==> src/rtl/rowcache_pkg.sv <==
package rowcache_pkg;

    // Controller phases for the array side of a read miss.
    typedef enum logic [1:0] {
        CTL_IDLE  = 2'd0,
        CTL_FETCH = 2'd1,
        CTL_FILL  = 2'd2
    } ctl_state_e;

    // Bit offset of one column entry inside a packed row line.
    function automatic int unsigned slot_lsb(input int unsigned col, input int unsigned dq_w);
        return col * dq_w;
    endfunction

endpackage

==> src/rtl/rowcache_array.sv <==
module rowcache_array #(
    parameter int ROW_W = 4,
    parameter int COL_W = 3,
    parameter int DQ_W  = 4
) (
    input  logic                            clk,
    input  logic                            rst,
    input  logic                            wr_en,
    input  logic [ROW_W-1:0]                wr_row,
    input  logic [COL_W-1:0]                wr_col,
    input  logic [DQ_W-1:0]                 wr_data,
    input  logic                            rd_en,
    input  logic [ROW_W-1:0]                rd_row,
    output logic [(1<<COL_W)*DQ_W-1:0]      rd_line
);
    import rowcache_pkg::*;

    localparam int ROWS   = 1 << ROW_W;
    localparam int COLS   = 1 << COL_W;
    localparam int LINE_W = COLS * DQ_W;

    logic [LINE_W-1:0] cells [ROWS];

    // Single array port: write commit or full-row fetch (never both, by controller).
    always_ff @(posedge clk) begin
        if (rst) begin
            for (int r = 0; r < ROWS; r++) begin
                cells[r] <= '0;
            end
            rd_line <= '0;
        end else begin
            if (wr_en) begin
                cells[wr_row][slot_lsb(int'(wr_col), DQ_W) +: DQ_W] <= wr_data;
            end
            if (rd_en) begin
                rd_line <= cells[rd_row];
            end
        end
    end

endmodule

==> src/rtl/rowcache_tag.sv <==
module rowcache_tag #(
    parameter int ROW_W = 4
) (
    input  logic             clk,
    input  logic             rst,
    input  logic [ROW_W-1:0] cmp_row,
    input  logic             load,
    input  logic [ROW_W-1:0] load_row,
    output logic             hit,
    output logic             tag_valid,
    output logic [ROW_W-1:0] tag_row
);

    always_ff @(posedge clk) begin
        if (rst) begin
            tag_valid <= 1'b0;
            tag_row   <= '0;
        end else if (load) begin
            tag_valid <= 1'b1;
            tag_row   <= load_row;
        end
    end

    assign hit = tag_valid && (cmp_row == tag_row);

endmodule

==> src/rtl/rowcache_refresh.sv <==
module rowcache_refresh #(
    parameter int ROW_W  = 4,
    parameter int PEND_W = 3
) (
    input  logic             clk,
    input  logic             rst,
    input  logic             req,
    input  logic             busy,
    output logic             pending,
    output logic             fire,
    output logic             ack,
    output logic [ROW_W-1:0] ack_row
);

    logic [PEND_W-1:0] pend_cnt;
    logic [ROW_W-1:0]  next_row;

    assign pending = (pend_cnt != '0);
    assign fire    = pending && !busy;

    always_ff @(posedge clk) begin
        if (rst) begin
            pend_cnt <= '0;
            next_row <= '0;
            ack      <= 1'b0;
            ack_row  <= '0;
        end else begin
            pend_cnt <= pend_cnt + PEND_W'(req) - PEND_W'(fire);
            ack      <= fire;
            if (fire) begin
                ack_row  <= next_row;
                next_row <= next_row + 1'b1;
            end
        end
    end

endmodule

==> src/rtl/rowreg_dram.sv <==
module rowreg_dram #(
    parameter int ROW_W  = 4,
    parameter int COL_W  = 3,
    parameter int DQ_W   = 4,
    parameter int PEND_W = 3
) (
    input  logic             clk,
    input  logic             rst,
    input  logic             req_valid,
    input  logic             req_write,
    input  logic [ROW_W-1:0] req_row,
    input  logic [COL_W-1:0] req_col,
    input  logic [DQ_W-1:0]  req_wdata,
    input  logic             rfsh_req,
    output logic             ready,
    output logic             rd_valid,
    output logic [DQ_W-1:0]  rd_data,
    output logic             rfsh_ack,
    output logic [ROW_W-1:0] rfsh_row
);
    import rowcache_pkg::*;

    localparam int COLS   = 1 << COL_W;
    localparam int LINE_W = COLS * DQ_W;

    typedef struct packed {
        logic [ROW_W-1:0] row;
        logic [COL_W-1:0] col;
        logic [DQ_W-1:0]  data;
    } wpost_t;

    typedef struct packed {
        logic [ROW_W-1:0] row;
        logic [COL_W-1:0] col;
    } rdaddr_t;

    ctl_state_e        state;
    wpost_t            post_q;
    logic              post_v;
    rdaddr_t           miss_q;
    logic [LINE_W-1:0] rowreg;
    logic [LINE_W-1:0] arr_line;

    logic             tag_hit;
    logic             tag_valid;
    logic [ROW_W-1:0] tag_row;
    logic             acc, rd_hit, rd_miss, wr_hit, wr_miss;
    logic             arr_busy, arr_rd_en, fill_now;
    logic             rfsh_pend, rfsh_fire;

    assign fill_now  = (state == CTL_FILL);
    assign arr_rd_en = (state == CTL_FETCH);
    assign arr_busy  = post_v || arr_rd_en;

    // Hold off new commands while a refresh waits behind a commit.
    assign ready = (state == CTL_IDLE) && !(rfsh_pend && post_v);

    assign acc     = req_valid && ready;
    assign rd_hit  = acc && !req_write && tag_hit;
    assign rd_miss = acc && !req_write && !tag_hit;
    assign wr_hit  = acc && req_write && tag_hit;
    assign wr_miss = acc && req_write && !tag_hit;

    rowcache_tag #(.ROW_W(ROW_W)) i_tag (
        .clk       (clk),
        .rst       (rst),
        .cmp_row   (req_row),
        .load      (fill_now),
        .load_row  (miss_q.row),
        .hit       (tag_hit),
        .tag_valid (tag_valid),
        .tag_row   (tag_row)
    );

    rowcache_array #(.ROW_W(ROW_W), .COL_W(COL_W), .DQ_W(DQ_W)) i_array (
        .clk     (clk),
        .rst     (rst),
        .wr_en   (post_v),
        .wr_row  (post_q.row),
        .wr_col  (post_q.col),
        .wr_data (post_q.data),
        .rd_en   (arr_rd_en),
        .rd_row  (miss_q.row),
        .rd_line (arr_line)
    );

    rowcache_refresh #(.ROW_W(ROW_W), .PEND_W(PEND_W)) i_refresh (
        .clk     (clk),
        .rst     (rst),
        .req     (rfsh_req),
        .busy    (arr_busy),
        .pending (rfsh_pend),
        .fire    (rfsh_fire),
        .ack     (rfsh_ack),
        .ack_row (rfsh_row)
    );

    // Miss sequencing: fetch row, then fill the row register.
    always_ff @(posedge clk) begin
        if (rst) begin
            state  <= CTL_IDLE;
            miss_q <= '0;
        end else begin
            unique case (state)
                CTL_IDLE: begin
                    if (rd_miss) begin
                        state      <= CTL_FETCH;
                        miss_q.row <= req_row;
                        miss_q.col <= req_col;
                    end
                end
                CTL_FETCH: state <= CTL_FILL;
                CTL_FILL:  state <= CTL_IDLE;
                default:   state <= CTL_IDLE;
            endcase
        end
    end

    // Posted write latch, committed to the array one edge later.
    always_ff @(posedge clk) begin
        if (rst) begin
            post_v <= 1'b0;
            post_q <= '0;
        end else begin
            post_v <= acc && req_write;
            if (acc && req_write) begin
                post_q.row  <= req_row;
                post_q.col  <= req_col;
                post_q.data <= req_wdata;
            end
        end
    end

    // Row register: whole-line fill on a miss, single entry on a write hit.
    always_ff @(posedge clk) begin
        if (rst) begin
            rowreg <= '0;
        end else if (fill_now) begin
            rowreg <= arr_line;
        end else if (wr_hit) begin
            rowreg[slot_lsb(int'(req_col), DQ_W) +: DQ_W] <= req_wdata;
        end
    end

    // Read return path.
    always_ff @(posedge clk) begin
        if (rst) begin
            rd_valid <= 1'b0;
            rd_data  <= '0;
        end else begin
            rd_valid <= rd_hit || fill_now;
            if (rd_hit) begin
                rd_data <= rowreg[slot_lsb(int'(req_col), DQ_W) +: DQ_W];
            end else if (fill_now) begin
                rd_data <= arr_line[slot_lsb(int'(miss_q.col), DQ_W) +: DQ_W];
            end
        end
    end

endmodule

==> config.mk <==
export PLATFORM = sky130hd
export DESIGN_NAME = rowreg_dram
export DESIGN_NICKNAME = d
export VERILOG_FILES = /design/src/rtl/rowcache_pkg.sv /design/src/rtl/rowcache_array.sv /design/src/rtl/rowcache_tag.sv /design/src/rtl/rowcache_refresh.sv /design/src/rtl/rowreg_dram.sv
export SDC_FILE = /design/constraint.sdc
export NUM_CORES = 1
export LEC_CHECK = 0
export BUFFER_PORTS_ARGS = -buffer_cell sky130_fd_sc_hd__buf_2
export CORE_ASPECT_RATIO = 0.8
export CORE_MARGIN = 5
export CORE_UTILIZATION = 50
export CTS_BUF_LIST = sky130_fd_sc_hd__clkbuf_16
export DETAILED_ROUTE_END_ITERATION = 8
export PLACE_DENSITY = 0.65
export SLEW_MARGIN = 15
export SYNTH_ARGS = -nofsm -noshare
export SYNTH_HDL_FRONTEND = slang
export SYNTH_SLANG_ARGS = --single-unit
==> constraint.sdc <==
create_clock -name clk -period 5.8 [get_ports clk]
set_input_delay 1.45 -clock clk [delete_from_list [all_inputs] [get_ports clk]]
set_output_delay 1.45 -clock clk [all_outputs]
set_load 0.01 [all_outputs]
# After elaboration in Yosys (flattened, before gate mapping)
# Memory sizes are Yosys's and may differ from the RTL's. A register that Yosys moved wholly into a read port is not among the register bits.
# Index checks and enable logic that the tools add are counted.
[totals]
reg_bits = 75
latchBits = 0
mem_bits_rw = 512
mem_bits_ro = 0
input_bits = 16
word_cells = 69
n_memories = 1
[classes]
addsub = 5
multipliers = 0
div_mod_pow = 0
magnitude_cmp = 0
n_eq_ne = 4
shift = 6
mux = 15
bitwise = 0
n_reduce_logical = 22
[memory_table]
columns = ["memory", "words", "word_bits", "read_ports", "rd_ports_with_merged_regs", "wr", "line", "rtl"]
rows = [
  ["i_array.cells", 16, 32, 1, 1, 16, "rowcache_array.sv:22", "logic [LINE_W-1:0] cells [ROWS];"],
]
[op_table]
columns = ["cell", "count"]
rows = [
  ["$mux W32", 5],
  ["$neg A5 Y34", 2],
  ["$shift A4 B34 Y32 const A", 2],
  ["$shiftx A4 B34 Y32", 2],
  ["$shiftx A32 B6 Y4", 2],
  ["$bwmux W32", 1],
  ["$reduce_or A32 Y1", 1],
  ["$mux W4", 3],
  ["$logic_and A1 B1 Y1", 10],
  ["$add A4 B1 Y4 const B", 1],
  ["$eq A4 B4 Y1", 1],
  ["$logic_not A1 Y1", 4],
  ["$mux W1", 4],
  ["$pmux W2 S2", 1],
  ["$reduce_bool A2 Y1", 2],
  ["$add A3 B1 Y3", 1],
  ["$reduce_bool A3 Y1", 1],
  ["$sub A3 B1 Y3", 1],
  ["$eq A2 B1 Y1 const B", 1],
  ["$eq A2 B2 Y1 const B", 1],
  ["$logic_not A2 Y1", 1],
  ["$logic_or A1 B1 Y1", 2],
  ["$mux W2", 1],
  ["$ne A2 B2 Y1 const B", 1],
  ["$reduce_and A2 Y1", 1],
]

# Depth between registers and ports, before layout
# Gate-level depths: netlist (run 1).
[depth]
word_depth = 9
mapped_depth = 11

# Cells and area by module
# Synthesis (run 1) repeated with hierarchy kept, for this count alone.
[unflattened]
hier_cells = 2476
area_unflattened_um2 = 28806.4
[by_module_without_submodules]
columns = ["module", "n_inst", "cells_per_inst", "area_each_um2"]
rows = [
  ["rowcache_array", 1, 2079, 24892.6],
  ["rowreg_dram", 1, 315, 3135.5],
  ["rowcache_refresh", 1, 60, 559.3],
  ["rowcache_tag", 1, 22, 219.0],
]

# Least setup slack after synthesis (run 1)
# OpenSTA, ideal clock, no wires.
[synth_path]
kind = "in2reg"
from = "in req_col[1]"
to = "reg rowreg[30]"
t_arrival_ns = 3.525
required_ns = 5.684
path_slack_ns = 2.159
path_stages = 10
cell_sequence = "buf_2 -> buf_2 -> inv_1 -> ha_1 -> ha_1 -> or4b_1 -> nor3_2 -> nand3_2 -> and2_4 -> a31o_2"
[synth_between]
elab_chain_len = 5
word_cells_on_any_way = 6
classes_between = "add/sub: 1; shift: 2; mux: 3"
[synth_lines]
columns = ["item", "line", "rtl"]
rows = [
  ["start, declared", "rowreg_dram.sv:12", "input logic [COL_W-1:0] req_col,"],
  ["$neg A5 Y34 *", "rowreg_dram.sv:141", "rowreg[slot_lsb(int'(req_col), DQ_W) +: DQ_W] <= req_wdata;"],
  ["$shiftx A4 B34 Y32 / $shift A4 B34 Y32 (equally long branches)", "rowreg_dram.sv:141", ""],
  ["$bwmux W32 *", "rowreg_dram.sv:141", ""],
  ["$mux W32 *", "rowreg_dram.sv:140", "end else if (wr_hit) begin"],
  ["$mux W32 *", "rowreg_dram.sv:138", "end else if (fill_now) begin"],
  ["end signal, assigned", "rowreg_dram.sv:139", "rowreg <= arr_line;"],
  ["end signal, assigned by index", "rowreg_dram.sv:141", ""],
  ["end, declared", "rowreg_dram.sv:41", "logic [LINE_W-1:0] rowreg;"],
]
# Every way passes the cells marked *; elsewhere a longest branch is shown, timed or not. The select of a mux whose other input is x is not followed.
# A chain may end at the register's enable or synchronous reset.

==> results of run 1 <==
[flip-flops by register name, summed over array words and instances, names as in the netlist]
signal / flops
i_array.cells: 512
i_array.rd_line: 32
i_refresh.ack: 1
i_refresh.ack_row: 4
i_refresh.next_row: 4
i_refresh.pend_cnt: 3
i_tag.tag_row: 4
i_tag.tag_valid: 1
miss_q: 7
post_q: 11
post_v: 1
rd_data: 4
rd_valid: 1
rowreg: 32
state: 2
[logic make-up after synthesis]
group	share of synthesized area
XOR/XNOR	0.00279
AO/OA/AOI/OAI	0.0415
adder cells (fa/ha/maj)	0.00558
flip-flops	0.620
AND/OR/NAND/NOR	0.159
buffers and inverters	0.0325
multiplexers	0.139
[routing by layer]
layer / vias up / wire (µm)
met5: - / 0
li1: 8264 / -
met3: 126 / 7780
met1: 9487 / 31600
met2: 949 / 34600
met4: 0 / 2170
[path summary, 6_finish.rpt]
kind | start | end | slack, ns
worst max-delay path | post_q[4] | i_array.cells[1][9] | 1.86
worst min-delay path | i_tag.tag_row[2] | i_tag.tag_row[2] | 0.47
worst max register to register | post_q[4] | i_array.cells[1][9] | 1.86
worst min register to register | i_tag.tag_row[2] | i_tag.tag_row[2] | 0.47
[cell type report]
| class | instances | area, µm² | area share |
|---|---|---|---|
| Multi-Input combinational cell | 1489 | 9870 | 0.319 |
| Tap cell | 760 | 951 | 0.0308 |
| Inverter | 17 | 66.3 | 0.00215 |
| Clock buffer | 61 | 1530 | 0.0494 |
| Sequential cell | 619 | 17500 | 0.567 |
| Timing Repair Buffer | 65 | 460 | 0.0149 |
| Clock inverter | 52 | 514 | 0.0166 |
[power breakdown]
part / total, W / switching [W] / internal [W]
registers: 0.00509 / 0.000133 / 0.00496
logic: 0.000715 / 0.000434 / 0.000281
clock network: 0.00408 / 0.00173 / 0.00235
[stage by stage]
step	std cells	hold WS (ns)	utilization	total power [W]
final	3063	0.469	0.549	0.00989
after global routing	3063	0.488	0.549	0.0102
after CTS	3063	0.470	0.549	0.00993
after detailed placement	2950	0.460	0.513	0.00590
after global placement	2950	0.454	0.513	0.00586
after floorplan	2336	0.439	-	0.00565
[placed cells by master (no fill, tap or decap), types with 6 or more instances in the layout]
cell / count
nor2_1: 516
edfxtp_1: 512
nand2_1: 282
mux4_2: 133
dfxtp_1: 104
mux2i_1: 91
o21ai_0: 88
nor3_1: 79
nand3_1: 61
clkbuf_16: 61
a21oi_1: 58
buf_4: 36
buf_2: 26
inv_1: 23
a31oi_1: 17
and3_1: 15
nor2b_1: 14
clkinv_1: 14
nand4_1: 12
ha_1: 11
clkinv_2: 11
bufinv_16: 10
nand2b_1: 9
nor3_2: 7
a211oi_1: 6
xnor2_1: 6
a32oi_1: 6
clkinvlp_4: 6
[worst max-delay path, stage by stage, from the launching register on]
cell	delay, ns
dfxtp_1	0.70
inv_1	0.22
ha_1	0.26
ha_1	0.39
nor2b_1	0.16
buf_4	0.22
nand3_2	0.61
buf_4	0.49
o21ai_0	0.51
==> results.yml, run 1 <==
run_status:
  status: "complete, no violations"
logic_synthesis:
  ys_ff_latch: 619
  syn_area_per_cell_um2: 12.1
  synth_commonest_cells: "nor2_1 (517), edfxtp_1 (512), nand2_1 (282), clkbuf_1 (149), mux4_2 (133)"
  ys_warn_count: 0
  syn_inst: 2336
  yosysMostFrequentCell: "nor2_1"
  synthTopCellsByArea: "edfxtp_1 (54%), mux4_2 (11%), dfxtp_1 (7.6%)"
  synth_ff_type: "edfxtp_1"
  synth_top_area_share: 0.544
  synth_cell_types: 64
  synth_edf_count: 512
  ys_seq_area_frac: 0.620
  syn_nets: 2364
  netlist.top_cell.by_area: "edfxtp_1"
  synthesis.area_um2: 28300
  async_reset_ff_frac: 0
global_routing:
  gr-total-overflow: 0
  grtUsageMet2: 0.379
  grtUsageTotal: 0.249
  busiest_layer: "met2"
  grt_start_max_net_pins: 75
  grt_pass1_vias: 18478
  antenna_found_initial: 1
  grt_util_met3: 0.0482
  grt_pass1_wl_um: 116000
  global_route.usage.met1: 0.370
route:
  drc: 0
  routed_wirelength_um: 76100
  drtPass1Iterations: 6
  ant_nets: 0
  vias: 18826
  routedWlPerCell_um: 24.8
  drt-initial-drc-count: 2337
  routed_via_density: 6.15
setup_path:
  crit_fanout: 36
  r2r_cells: 8
  crit_type: "flip-flop to flip-flop"
  required_ns: 6.05
  crit_path_start_kind: "flip-flop"
  critPathArrivalTime_ns: 4.19
  cp-end-kind: "flip-flop"
place:
  dp_hpwl_um: 50400
  dp_slack_ns: 1.69
  port-buffer-count: 26
  routabilityCongestion: 0.930
  placed_cell_area_um2: 28900
floorplanning:
  die_y_um: 223
  start_util: 0.502
  io_pins: 27
  core_area_um2: 56300
  die_area_um2: 61400
  fp.dieW_um: 276
  num_rows: 78
hold_path:
  hp-class: "flip-flop to flip-flop"
  whs_path_depth: 2
sta:
  fmax_ghz: 0.254
  setup_viol: 0
  tightest_slew_ns: 1.26
  grt_setup_unrepaired: "false"
  fin_crit_ns: 3.94
  fin_crit_sh: 0.680
  final.setup.tns_ns: 0
  skew_ns: 0.0296
  slew_viol_final: 0
  slew_headroom: 0.157
  worst_slack_ns: 1.86
  hold_viol: 0
layout:
  area_delta_synth_final_pct: 9.35
  fin_nets: 2280
  finalInstanceArea_um2: 30900
  drive_above_1_share: 0.146
  diodes: 0
  fillers: 4608
job:
  maxCapViolations: 0
power_and_ir_drop:
  p_leak_nw: 10.1
  vdd_drop_max_mv: 0.228
  powerDensity_nw_per_um2: 320
cts:
  hold_buffers: 0
  cts_tree: "yes"
  cts_made_buffers: 60
  htreeDepth: 2
  clk_pin_slew_ns: 0.07
  cts.sinks: 619
  insertion_delay_ns: 0.64
  cts_setup_buffers: 0
  clockBufferDepth: 3
  cts-resized-gates: 0
  root_buffer: "clkbuf_16"
No activity file was read; power rests on OpenSTA's default activity.
==> run 2, diff against run 1 <==
--- a/config.mk
+++ b/config.mk
@@ -5,6 +5,7 @@
 export SDC_FILE = /design/constraint.sdc
 export NUM_CORES = 1
 export LEC_CHECK = 0
+export ABC_AREA = 1
 export BUFFER_PORTS_ARGS = -buffer_cell sky130_fd_sc_hd__buf_2
 export CORE_ASPECT_RATIO = 0.8
 export CORE_MARGIN = 5
==> constraint.sdc (replaced) <==
create_clock -name clk -period 4 [get_ports clk]
set_input_delay 1 -clock clk [delete_from_list [all_inputs] [get_ports clk]]
set_output_delay 1 -clock clk [all_outputs]
set_load 0.01 [all_outputs]
==> results.yml, run 2 <==
run_status:
  status: "complete, no violations"
logic_synthesis:
  synth_ff_type: "edfxtp_1"
  netlist.top_cell.by_area: "edfxtp_1"
  syn_inst: 3437
  async_reset_ff_frac: 0
  ys_warn_count: 0
  syn_area_per_cell_um2: 8.65
  synth_top_area_share: 0.517
  yosysMostFrequentCell: "nand2_1"
  synth_edf_count: 512
  syn_nets: 3465
  ys_seq_area_frac: 0.589
  synth_commonest_cells: "nand2_1 (1042), nor2_1 (627), edfxtp_1 (512), nand3_1 (462), clkbuf_1 (143)"
  synth_cell_types: 33
  synthTopCellsByArea: "edfxtp_1 (52%), nand2_1 (13%), nor2_1 (7.9%)"
  ys_ff_latch: 619
  synthesis.area_um2: 29700
cts:
  cts_setup_buffers: 0
  clockBufferDepth: 3
  cts_made_buffers: 61
  root_buffer: "clkbuf_16"
  insertion_delay_ns: 0.64
  cts.sinks: 619
  hold_buffers: 0
  htreeDepth: 2
  cts_tree: "yes"
  clk_pin_slew_ns: 0.07
  cts-resized-gates: 0
layout:
  top_register: "i_array.cells"
  final_util: 0.550
  reg_top3: "i_array.cells x512, i_array.rd_line x32, rowreg x32"
  fin_nets: 3386
  largest_reg_flops: 512
  diodes: 0
  mostFrequentLayoutCell: "nand2_1"
  area_delta_synth_final_pct: 9.63
  most-common-layout-cells: "nand2_1 (1041), nor2_1 (622), edfxtp_1 (512), nand3_1 (462), inv_1 (139)"
  drive_above_1_share: 0.0786
global_routing:
  grt_pass1_wl_um: 129000
  grt_start_max_net_pins: 258
  gr-total-overflow: 0
  grtUsageTotal: 0.258
  antenna_found_initial: 0
  grt_pass1_vias: 22701
setup_path:
  ff2ff_setup_slack_ns: 0.77
  crit_type: "flip-flop to flip-flop"
  crit_path_start_kind: "flip-flop"
  reg2reg_to: "i_array.cells[3][16]"
  r2r_cells: 10
  worstReg2RegStart: "post_q[4]"
  critPathArrivalTime_ns: 3.56
  crit_fanout: 11
  cp-end-kind: "flip-flop"
  required_ns: 4.33
place:
  dp_slack_ns: 0.793
  port-buffer-count: 26
  dp_hpwl_um: 53500
  routabilityCongestion: 0.913
sta:
  worst_slack_ns: 0.773
  setup_viol: 0
  fin_crit_sh: 0.807
  grt_setup_unrepaired: "false"
  fin_crit_ns: 3.23
  slew_viol_final: 0
  final.setup.tns_ns: 0
  slew_headroom: 0.214
  skew_ns: 0.0204
  tightest_slew_ns: 1.18
  fmax_ghz: 0.310
  hold_viol: 0
route:
  routed_via_density: 5.71
  routedWlPerCell_um: 20.2
  vias: 23924
  wl_met2_um: 37200
  drt-initial-drc-count: 2892
  ant_nets: 0
  drc: 0
  wl_met3_um: 8990
  drtPass1Iterations: 8
  routed_wirelength_um: 84700
  drt-met1-wl_um: 35000
  highest_layer: "met4"
hold_path:
  holdPathEnd: "i_tag.tag_valid"
  whs_path_depth: 2
  hold_path.startpoint: "i_tag.tag_valid"
  hp-class: "flip-flop to flip-flop"
power_and_ir_drop:
  clock_power_share: 0.414
  p_sw_frac: 0.254
  p_leak_nw: 12.7
  p_seq_frac: 0.480
  power_frac_comb: 0.106
  p_int_w: 0.0115
  vdd_drop_max_mv: 0.353
  powerDensity_nw_per_um2: 472
  p_switching_w: 0.00391
job:
  maxCapViolations: 0
floorplanning:
  die_y_um: 228
  io_pins: 27
  core_area_um2: 59300
  start_util: 0.502
  fp.dieW_um: 283
  num_rows: 80
  die_area_um2: 64500
## run 2: changes by cell type after synthesis, sizes merged, moves of 16 or more
cell   delta
a21oi    +66
a31oi    -17
and3     -16
inv     +133
mux2i    -91
mux4    -133
nand2   +787
nand3   +408
nor2    +132
nor3     -69
## run 2: critical path: stages (launching register included)
cell	delay [ns]
dfxtp_1	0.63
inv_1	0.22
ha_1	0.25
ha_1	0.39
inv_2	0.10
nor2_4	0.17
inv_2	0.12
nor3_4	0.52
buf_12	0.24
nand2_4	0.07
nand2_1	0.19
## run 2: power groups by stage
stage | registers, W | clock network [W] | logic, W
after floorplan | 0.00745 | 0 | 0.00113
after global placement | 0.00750 | 0 | 0.00156
after detailed placement | 0.00751 | 0 | 0.00160
after CTS | 0.00738 | 0.00643 | 0.00161
after global routing | 0.00740 | 0.00669 | 0.00180
final | 0.00738 | 0.00637 | 0.00163
## run 2: cell type report
cell class	count	area [µm²]
Timing Repair Buffer	68	528
Fill cell	5286	26700
Multi-Input combinational cell	2454	10800
Clock buffer	63	1580
Sequential cell	619	17500
Tap cell	779	975
Inverter	154	591
Clock inverter	51	642
## run 2: cell families after synthesis
family,share of synthesized area
AOI/OAI and AO/OA,0.0373
xor gates and xnor gates,0.000295
adders and majority gates,0.00530
buffers and inverters,0.0497
DFF,0.589
and+or+nand+nor,0.318
## run 2: per-stage QoR
stage | std cells | instance area, µm² | total power (W) | hold slack [ns]
after floorplan | 3437 | 29700 | 0.00858 | 0.444
after global placement | 4073 | 30300 | 0.00906 | 0.461
after detailed placement | 4073 | 30300 | 0.00911 | 0.465
after CTS | 4187 | 32600 | 0.0154 | 0.476
after global routing | 4188 | 32600 | 0.0159 | 0.507
final | 4188 | 32600 | 0.0154 | 0.476
## run 2: worst max path at each step
stage	from	endpoint	slack, ns	cells past startpoint
5_1_grt	post_q[4]	i_array.cells[4][16]	0.64	10
4_1_cts	post_q[4]	i_array.cells[3][19]	0.87	10
3_5_place_dp	req_col[1]	rowreg[9]	0.79	11
2_1_floorplan	req_col[1]	rowreg[0]	1.10	11
6_report	post_q[4]	i_array.cells[3][16]	0.77	10
3_3_place_gp	req_col[1]	rowreg[0]	0.85	11
## run 2: routing by layer
metal  GRT usage  vias to the layer above
li1            -                    11198
met1       0.365                    11350
met2       0.393                     1171
met3      0.0544                      205
met4       0.101                        0
met5           0                        -
